==> src/rtl/i2c_regslave.sv <==
module i2c_regslave #(
  parameter int LAT_NORM   = 4,
  parameter int LAT_SETUP  = 40,
  parameter int LAT_NOSCAN = 6
) (
  input  logic clk,
  input  logic rst_n,
  input  logic scl_i,
  input  logic sda_i,
  output logic scl_oe,
  output logic sda_oe,
  output logic proc_busy,
  input  logic proc_done,
  output logic setup_mode,
  output logic scan_en
);
  localparam int CW = $clog2(LAT_NORM + LAT_SETUP + LAT_NOSCAN + 2);
  localparam logic [7:0] REG_CMD  = 8'hA0;
  localparam logic [7:0] REG_MODE = 8'hA1;
  localparam logic [7:0] REG_ADDR = 8'hB0;
  localparam logic [7:0] CMD_SCAN_OFF = 8'h0A;

  typedef enum logic [2:0] {S_IDLE, S_RX, S_STR, S_ACK, S_TX, S_RACK} st_t;

  st_t st;
  logic [2:0] scl_sy, sda_sy;
  logic [7:0] regs [0:255];
  logic [7:0] ptr, sh, tx;
  logic [3:0] bcnt;
  logic [1:0] phase;
  logic rw, mack, dseen;
  logic [CW-1:0] cnt;

  wire scl   = scl_sy[1];
  wire sda   = sda_sy[1];
  wire scl_p = scl_sy[2];
  wire sda_p = sda_sy[2];
  wire start = scl & scl_p & sda_p & ~sda;
  wire stop  = scl & scl_p & ~sda_p & sda;
  wire rise  = scl & ~scl_p;
  wire fall  = ~scl & scl_p;

  wire [6:0] own = regs[REG_ADDR][6:0];
  wire [CW-1:0] lat = !setup_mode ? CW'(LAT_NORM) :
                      scan_en ? CW'(LAT_SETUP) : CW'(LAT_NOSCAN);

  function automatic logic prot(input logic [7:0] a);
    return a inside {8'h07, 8'h08, 8'h11, 8'h50, 8'h51, 8'h5C, 8'h5D};
  endfunction

  assign proc_busy = (st == S_STR);

  always_ff @(posedge clk or negedge rst_n) begin
    if (!rst_n) begin
      scl_sy <= 3'b111;
      sda_sy <= 3'b111;
    end else begin
      scl_sy <= {scl_sy[1:0], scl_i};
      sda_sy <= {sda_sy[1:0], sda_i};
    end
  end

  always_ff @(posedge clk or negedge rst_n) begin
    if (!rst_n) begin
      st <= S_IDLE;
      for (int i = 0; i < 256; i++) regs[i] <= 8'h00;
      ptr <= '0; sh <= '0; tx <= '0; bcnt <= '0; phase <= '0;
      rw <= 1'b0; mack <= 1'b0; dseen <= 1'b0; cnt <= '0;
      scl_oe <= 1'b0; sda_oe <= 1'b0;
      setup_mode <= 1'b0; scan_en <= 1'b1;
    end else if (start) begin
      st <= S_RX; bcnt <= '0; phase <= '0;
      scl_oe <= 1'b0; sda_oe <= 1'b0;
    end else if (stop) begin
      st <= S_IDLE; bcnt <= '0; phase <= '0;
      scl_oe <= 1'b0; sda_oe <= 1'b0;
      setup_mode <= regs[REG_MODE][0];
    end else begin
      case (st)
        S_RX: begin
          if (rise) begin
            sh <= {sh[6:0], sda};
            bcnt <= bcnt + 4'd1;
          end else if (fall && bcnt == 4'd8) begin
            bcnt <= '0;
            if (phase == 2'd0) begin
              if (sh[7:1] == own) begin
                rw <= sh[0]; phase <= 2'd1;
                sda_oe <= 1'b1; scl_oe <= 1'b1;
                cnt <= lat; dseen <= 1'b0; st <= S_STR;
              end else begin
                st <= S_IDLE;
              end
            end else begin
              if (phase == 2'd1) begin
                ptr <= sh; phase <= 2'd2;
              end else begin
                if (setup_mode || !prot(ptr)) regs[ptr] <= sh;
                if (ptr == REG_CMD && sh == CMD_SCAN_OFF) scan_en <= 1'b0;
                ptr <= ptr + 8'd1;
              end
              sda_oe <= 1'b1; scl_oe <= 1'b1;
              cnt <= lat; dseen <= 1'b0; st <= S_STR;
            end
          end
        end
        S_STR: begin
          if (cnt != '0) cnt <= cnt - 1'b1;
          if (proc_done) dseen <= 1'b1;
          if (cnt == '0 && (dseen || proc_done)) begin
            scl_oe <= 1'b0; st <= S_ACK;
          end
        end
        S_ACK: begin
          if (fall) begin
            if (rw) begin
              tx <= regs[ptr]; sda_oe <= ~regs[ptr][7];
              ptr <= ptr + 8'd1; bcnt <= '0; st <= S_TX;
            end else begin
              sda_oe <= 1'b0; st <= S_RX;
            end
          end
        end
        S_TX: begin
          if (fall) begin
            if (bcnt == 4'd7) begin
              sda_oe <= 1'b0; st <= S_RACK;
            end else begin
              sda_oe <= ~tx[6]; tx <= {tx[6:0], 1'b0};
            end
            bcnt <= bcnt + 4'd1;
          end
        end
        S_RACK: begin
          if (rise) mack <= ~sda;
          else if (fall) begin
            if (mack) begin
              tx <= regs[ptr]; sda_oe <= ~regs[ptr][7];
              ptr <= ptr + 8'd1; bcnt <= '0; st <= S_TX;
            end else begin
              st <= S_IDLE;
            end
          end
        end
        default: ;
      endcase
    end
  end
endmodule

==> config.mk <==
export PLATFORM = sky130hd
export DESIGN_NAME = i2c_regslave
export DESIGN_NICKNAME = d
export VERILOG_FILES = /design/src/rtl/i2c_regslave.sv
export SDC_FILE = /design/constraint.sdc
export NUM_CORES = 2
export LEC_CHECK = 0
export BUFFER_PORTS_ARGS = -buffer_cell sky130_fd_sc_hd__buf_2
export CAP_MARGIN = 20
export CORE_MARGIN = 8
export CORE_UTILIZATION = 64
export DETAILED_ROUTE_END_ITERATION = 7
export PLACE_DENSITY = 0.8
export REMOVE_ABC_BUFFERS = 1
export SETUP_SLACK_MARGIN = 0.5
export SYNTH_ARGS = -nofsm -noshare
export SYNTH_HDL_FRONTEND = slang
export SYNTH_SLANG_ARGS = --single-unit
==> constraint.sdc <==
create_clock -name clk -period 4.95 [get_ports clk]
set_input_delay 1.485 -clock clk [delete_from_list [all_inputs] [get_ports clk]]
set_output_delay 1.485 -clock clk [all_outputs]
set_load 0.05 [all_outputs]
==> out/results.ini <==
[outcome]
status=completed

[logic_synthesis]
synthCells=6375
synth-seq-area-share_pct=51.5
ys_warn_count=0
synth_area_sq_mm=0.102
synth_enable_flop_cells=0
synth_flop_cell=dfrtp_1
async_reset_ff_share_pct=100
ys_types=89
synth-seq-cells=2099
syn_area_per_cell_sq_um=16.0

[cts]
ctsHtreeMaxLevel=4
numCtsBuffers=210
clkTransAtPathRegs_ps=60
postCtsSetupRepairBufs=0
root_buffer=clkbuf_16
clock_path_buffers=3
cts_tree=done
holdBufCountCts=0
clk_latency_ps=860
clkSinkCount=2099

[route]
firstDrtPassIters=7
ant_nets=0
wirelength_um=281000
vias=59300
viasPerCell=6.93
drt-initial-drc-count=6368
drc=0
avgRoutedWirePerCell_um=32.8

[critical_path]
arrival_ps=5060
cp_max_fo=80
critPathKind=flip-flop to flip-flop
cp.required_ps=5660
end_kind=flip-flop
cp-start-kind=flip-flop

[sta]
final-max-slew-violation-count=0
max_freq_mhz=230
period_minus_slack_ps=4350
finalHoldViolations=0
post-route-period-util_pct=88.0
worst_slew_pin_slew_ps=1310
clock_skew_ps=41.6
rsz0062_at_grt=yes
setup_viol=0
finalSetupTns_ps=0
slew_headroom_pct=12.5

[cells_and_area]
syn_to_final_growth_pct=9.18
post-route-cell-area_sq_mm=0.111
drive_above_1_share_pct=52.2
multi_input_area_sq_mm=0.0471
fin_nets=6313
layout.area.seq_sq_mm=0.0526
final.fill_count=9993

[power]
ir_drop_mv=0.541
p_per_area_mw_per_mm2=375
p_leak_nw=53.7

[die]
core-area_sq_mm=0.158
initial_core_util_pct=64.4
placement_rows=146
dieArea_sq_mm=0.173
die_w_um=415
num_io_pins=10
dieHeight_um=415

[place]
place_congestion=0.956
io_buffers=9
postPlaceCellArea_sq_mm=0.104
dpl.hpwl_um=176000

[grt]
grt_pass1_wl_um=426000
antenna_found_initial=5
track_usage_pct=32.4
grt_max_degree=219
grt_pass1_vias=62400
grt-ovfl-total=0

[min_path]
hold_class=flip-flop to flip-flop

[run]
drv_cap=0

-- per-layer routing --
layer / global-route usage, % / vias to the layer above / part of all wire, %
met5: 0 / - / 0.017
met4: 14.4 / 6 / 5.3
met3: 9.47 / 750 / 9.6
met2: 48.0 / 2843 / 45
met1: 45.0 / 32100 / 40
li1: - / 23600 / -
-- cell usage after synthesis (all sizes together), types with 9 or more instances --
master / instances / area share (%)
dfrtp: 2092 / 51
mux2: 2074 / 26
mux4: 459 / 10
clkbuf: 319 / 1.2
nor2: 311 / 3.2
mux2i: 222 / 2.2
buf: 160 / 1.3
a22oi: 123 / 0.90
nand2: 115 / 0.59
nand3: 82 / 0.42
a21oi: 53 / 0.26
o21ai: 38 / 0.19
nor3: 22 / 0.11
a31oi: 19 / 0.12
inv: 19 / 0.070
o22ai: 17 / 0.10
nand4: 16 / 0.098
nor2b: 16 / 0.10
a221oi: 15 / 0.13
nand2b: 15 / 0.092
o211ai: 14 / 0.10
a22o: 10 / 0.086
and2: 10 / 0.061
ha: 9 / 0.11
o2111ai: 9 / 0.077
xor2: 9 / 0.077
-- report_power, final --
| part | leakage (nW) | internal [W] | switching [W] |
|---|---|---|---|
| combinational | 20.9 | 0.00234 | 0.00516 |
| sequential | 29.3 | 0.0172 | 0.000444 |
| clock | 3.57 | 0.00953 | 0.00706 |
-- placed cells by master (no fill, tap or decap), drive strengths merged, types with 7 or more instances in the layout --
cell,n
a22oi,123
a21oi,53
nand3,82
nor2b,16
inv,25
nand3b,7
clkinv,52
and2,10
clkinvlp,7
a221oi,15
xor2,9
buf,190
o22ai,17
nand2,115
nand2b,15
a22o,10
dfstp,7
a31oi,19
mux2,2074
o21ai,38
o2111ai,9
dfrtp,2092
nor2,311
bufinv,15
o211ai,14
nor4,7
mux2i,222
nor3,22
o221ai,7
clkbuf,311
mux4,459
ha,9
nand4,16
-- cell type report --
class	count	share of cell area, %
antenna	5	0.0112
multi-input combinational	3777	42.2
clock buffer	311	5.58
timing repair buffer	191	1.65
sequential	2099	47.2
inverter	20	0.0719
clock inverter	79	0.945
tap	2072	2.33
-- final timing paths --
| check | slack [ps] | startpoint | endpoint | cells past startpoint |
|---|---|---|---|---|
| setup / recovery | 600 | ptr[0] | tx[2] | 7 |
| hold / removal | 360 | sda_sy[0] | sda_sy[1] | 0 |
| min in group asynchronous | 590 | rst_n | regs[1122] | 1 |
| max in group asynchronous | 2950 | rst_n | regs[1908] | 3 |
| hold reg to reg | 360 | sda_sy[0] | sda_sy[1] | 0 |
| setup reg to reg | 600 | ptr[0] | tx[2] | 7 |
-- cells by family after synthesis --
| family | share of synthesized area, % |
|---|---|
| multiplexers | 38.1 |
| AND/OR/NAND/NOR | 5.10 |
| AO/OA/AOI/OAI | 2.56 |
| XOR/XNOR | 0.0772 |
| flip-flops | 51.5 |
| adder cells (fa/ha/maj) | 0.110 |
| buffers and inverters | 2.55 |
-- through the flow --
stage / utilization, % / setup WS (ps) / power (W) / instances / hold slack (ps)
4_1_cts: 70.3 / 579 / 0.0418 / 8548 / 360
2_1_floorplan: - / -24910 / 0.0211 / 5896 / 345
3_3_place_gp: 65.7 / 611 / 0.0253 / 8157 / 351
3_5_place_dp: 65.7 / 596 / 0.0254 / 8158 / 348
5_1_grt: 70.4 / 492 / 0.0429 / 8549 / 364
6_report: 70.4 / 596 / 0.0418 / 8554 / 358
-- sequential cells by signal, indices dropped and copies added, names as in the netlist, 2 cells and up --
register,flops
bcnt,4
cnt,6
own,7
phase,2
ptr,8
regs,2041
scl_sy,3
sda_sy,3
sh,8
st,3
tx,7
-- worst max-delay path, cell delays in order (launching register included) --
cell      delay (ps)
dfrtp_4          780
buf_12           540
mux4_2           650
a22oi_1          710
o32ai_1          190
or4_1            530
a211oi_2         530
a31oi_1          150
-- timing repair --
action | 4_1_cts | 5_1_grt
setup endpoints to repair | 1 | 223
gates resized for setup | 1 | 3
pin swaps | 0 | 0
Note: power is estimated with default switching activity, not from simulation.
